### src/rtl/pwm_deadband_pair.sv
module pwm_deadband_pair #(
  parameter int CW = 8
) (
  input  logic          clk,
  input  logic          rst_n,
  input  logic          tick,
  input  logic          dz_en,
  input  logic [CW-1:0] dz_len,
  input  logic          src_a,
  input  logic          src_b,
  output logic          out_a,
  output logic          out_b
);

  logic [1:0] want;
  logic [1:0] drv;

  assign want = dz_en ? {~src_a, src_a} : {src_b, src_a};

  for (genvar g = 0; g < 2; g++) begin : g_leg
    logic          on_q;
    logic [CW-1:0] cnt;

    always_ff @(posedge clk) begin
      if (!rst_n) begin
        on_q <= 1'b0;
        cnt  <= '0;
      end else if (!dz_en) begin
        on_q <= want[g];
        cnt  <= '0;
      end else if (!want[g]) begin
        on_q <= 1'b0;
        cnt  <= '0;
      end else if (!on_q) begin
        if (cnt >= dz_len) on_q <= 1'b1;
        else if (tick)     cnt  <= cnt + 1'b1;
      end
    end

    assign drv[g] = on_q;
  end

  assign out_a = drv[0];
  assign out_b = drv[1];

  p_exclusive_r3: assert property (@(posedge clk) disable iff (!rst_n)
    $past(dz_en) |-> !(out_a && out_b));

  p_passthru_r1: assert property (@(posedge clk) disable iff (!rst_n)
    $past(!dz_en) |-> (out_a == $past(src_a)) && (out_b == $past(src_b)));

  p_fall_now_r5: assert property (@(posedge clk) disable iff (!rst_n)
    $past(dz_en && !src_a) |-> !out_a);

  p_fall_now_b_r5: assert property (@(posedge clk) disable iff (!rst_n)
    $past(dz_en && src_a) |-> !out_b);

  p_rise_needs_src_r2: assert property (@(posedge clk) disable iff (!rst_n)
    ($rose(out_a) && $past(dz_en)) |-> $past(src_a));

  p_zero_gap_r4: assert property (@(posedge clk) disable iff (!rst_n)
    $past(dz_en && dz_len == '0) |-> (out_a == $past(src_a)) && (out_b == !$past(src_a)));

endmodule

### config.mk
export PLATFORM = sky130hd
export DESIGN_NAME = pwm_deadband_pair
export DESIGN_NICKNAME = d
export VERILOG_FILES = /design/src/rtl/pwm_deadband_pair.sv
export SDC_FILE = /design/constraint.sdc
export NUM_CORES = 1
export LEC_CHECK = 0
export BUFFER_PORTS_ARGS = -buffer_cell sky130_fd_sc_hd__buf_2
export CORE_UTILIZATION = 50
export CTS_BUF_LIST = sky130_fd_sc_hd__clkbuf_16
export DETAILED_ROUTE_END_ITERATION = 8
export MAX_ROUTING_LAYER = met4
export PLACE_DENSITY = 0.7
export SLEW_MARGIN = 40
export SYNTH_ARGS = -nofsm -noshare
export SYNTH_HDL_FRONTEND = slang
export SYNTH_SLANG_ARGS = --single-unit
### constraint.sdc
create_clock -name clk -period 3.4 [get_ports clk]
set_clock_uncertainty 0.15 [all_clocks]
set_input_delay 0.34 -clock clk [delete_from_list [all_inputs] [get_ports clk]]
set_output_delay 0.34 -clock clk [all_outputs]
set_load 0.005 [all_outputs]
==> metrics.md <==
| Metric | Value |
|---|---|
| Status | complete, no violations |
| CP Data Arrival Time | 2180 ps |
| GRT Util Overall | 21.0% |
| Antenna violations before repair | 0 |
| Synth Area in Compound Gates | 26.3% |
| P_int | 389 uW |
| Setup CP Type | reg2reg |
| Hold slack | 170 ps |
| Core Rows | 18 |
| Setup crit end kind | flop |
| Synth top cells by count | 18 x dfxtp_1, 18 x ha_1, 17 x nor2_1 |
| LEAKAGE | 0.624 nW |
| Share of layout cells above drive strength 1 | 20.0% |
| Largest vdd supply drop | 0.000370 V |
| Number of synthesized flops with an enable pin | 0 |
| Port-buffer cells | 15 |
| Relative slew slack | 64.4% |
| Max-Cap Viols | 0 |
| CTS Buf Count | 3 |
| Worst-margin pin slew | 529 ps |
| Vias in the first global route | 966 |
| Post-CTS sizing | 0 |
| Maximum clock rate | 0.457 GHz |
| Power Total | 502 uW |
| Dpl hpwl | 2090 um |
| Remaining antenna violation count | 0 |
| Antenna diode count | 0 |
| Initial Utilization | 52.6% |
| Fillers | 229 |
| Clk sinks | 18 |
| Adder-Cell Fraction of Synth Area | 17.3% |
| Final Worst Setup Slack | 1210 ps |
| Final hold vios | 0 |
| Synth cell types | 33 |
| Vias per Instance | 5.80 |
| WL per Instance | 13.7 um |
| Most used DFF post-synth | dfxtp_1 |
| Clock power frac | 46.3% |
| Clock Tree Root | clkbuf_16 |
| GR Overflow Total | 0 |
| GP Congestion | 0.776 |
| Seq/Total Area, Yosys | 27.6% |
| Syn-to-layout area delta | 14.1% |
| Via total after detailed routing | 1102 |
| Dpl cells | 187 |
| Fin Setup TNS | 0 ps |
| First-pass GRT wire length | 4150 um |
| Yosys top cell area share | 27.6% |
| Post-Synth Simple-Gate Area | 17.8% |
| Mapped Nets | 175 |
| Largest family of logic cells by synthesized area | compound AO/OA/AOI/OAI gates |
| Nets | 194 |
| Max Fanout on Critical Path | 6 |
| Synth Area in XOR/XNOR | 5.37% |
| Ys Warns | 0 |
| Syn Area/Cell | 9.12 um2 |
| Fin crit share | 64.4% |
| Core Area | 2480 um2 |
| Comb pwr share | 10.8% |
| RSZ-0062 raised after global routing | no |
| Htree depth | 1 |
| Clock tree buffer depth | 2 |
| Die width | 53.1 um |
| Final Slew Violations | 0 |
| Cts hold-fix bufs | 0 |
| Flop and latch count out of synthesis | 18 |
| Final Util | 60.1% |
| Final setup violation count | 0 |
| Largest net degree at the start of global routing | 10 |
| Setup Fix Bufs, Post-CTS | 0 |
| Async set-reset flop share out of synthesis | 0% |
| Hold Path Class | in2reg |
| Final min period | 2190 ps |
| Final instance area | 1490 um2 |
| Worst path required time | 3390 ps |
| DIE AREA | 2820 um2 |
| Sw frac | 22.4% |
| Synth area leaders | dfxtp_1 28%, ha_1 17%, a2111oi_4 6.3% |
| Non-filler instance count after layout | 190 |
| Netlist area before placement | 1300 um2 |
| Clk slew on worst S/H paths | 50 ps |
| Seq pwr share | 42.9% |
| CTS tree | done |
| Die height | 53.1 um |
| TritonRoute pass-1 iters | 4 |
| Post-Route WL | 2610 um |
| Power Density | 337 nW/um2 |
| Psw | 112 uW |
| DP Area | 1410 um2 |
| Cell taking the most area after synthesis | dfxtp_1 |
| Pre-CTS setup slack | 1220 ps |
| Synth Instances | 143 |
| DRC violations left | 0 |
| First DRT Iteration DRCs | 16 |
| Mux cell area share after synthesis | 1.63% |
| Critical Path Start Type | flop |
| # IOs | 16 |
| Clk_lat worst skew | 250 ps |
-- cell usage in the layout (no fill, tap or decap), types with 3 or more instances in the layout --
master and count:
inv_1 13, xnor2_1 8, nand3_1 7, o21ai_0 3, a211oi_1 6, ha_1 18
a21oi_1 7, nor2_1 17, a2111oi_4 3, nand4_1 4, nand2_1 12, dfxtp_1 18
clkbuf_16 3, buf_2 15
-- cell type report --
cell class / instances / area [um2] / area share, %
Clock buffer: 3 / 75.1 / 5.05
Timing Repair Buffer: 15 / 75.1 / 5.05
Tap cell: 30 / 37.5 / 2.52
Sequential cell: 18 / 360 / 24.2
Multi-Input combinational cell: 111 / 891 / 59.9
Inverter: 13 / 48.8 / 3.28
-- flip-flops by register name, indices dropped and copies added, names as in the netlist --
name       flops
out_b          1
out_a          1
g_leg.cnt     16
-- path summary, 6_finish.rpt --
kind,startpoint,slack [ps],end,cells past startpoint
worst max register to register,g_leg[1].cnt[0],1210,g_leg[1].cnt[5],7
worst min-delay path,dz_en,170,out_a,2
worst max-delay path,g_leg[1].cnt[0],1210,g_leg[1].cnt[5],7
worst min register to register,g_leg[1].cnt[6],350,g_leg[1].cnt[6],2
-- power by group through the flow --
stage | clock network (mW) | registers (mW) | logic, mW
after floorplan | 0 | 0.219 | 0.0358
after global placement | 0 | 0.219 | 0.0525
after CTS | 0.236 | 0.215 | 0.0548
final | 0.232 | 0.215 | 0.0542
after global routing | 0.244 | 0.215 | 0.0608
after detailed placement | 0 | 0.219 | 0.0545
-- metal layers --
layer	global-route usage (%)	part of all wire [%]	up-vias
li1	-	-	560
met5	-	0	-
met3	5.46	2.8	8
met2	35.4	51	21
met1	23.4	44	513
met4	8.33	2.2	0
-- critical path: stages (launching register included) --
cell	delay [ps]
dfxtp_1	430
inv_1	70
ha_1	270
nor3b_1	180
o21ai_0	240
a21oi_1	390
a21oi_1	120
a31o_2	230
-- cell families after synthesis --
| logic type | Yosys count |
|---|---|
| DFF | 18 |
| and+or+nand+nor | 48 |
| buffers and inverters | 14 |
| muxes | 2 |
| AOI/OAI and AO/OA | 35 |
| adders and majority gates | 18 |
| xor gates and xnor gates | 8 |
(Power assumes the default switching activity.)
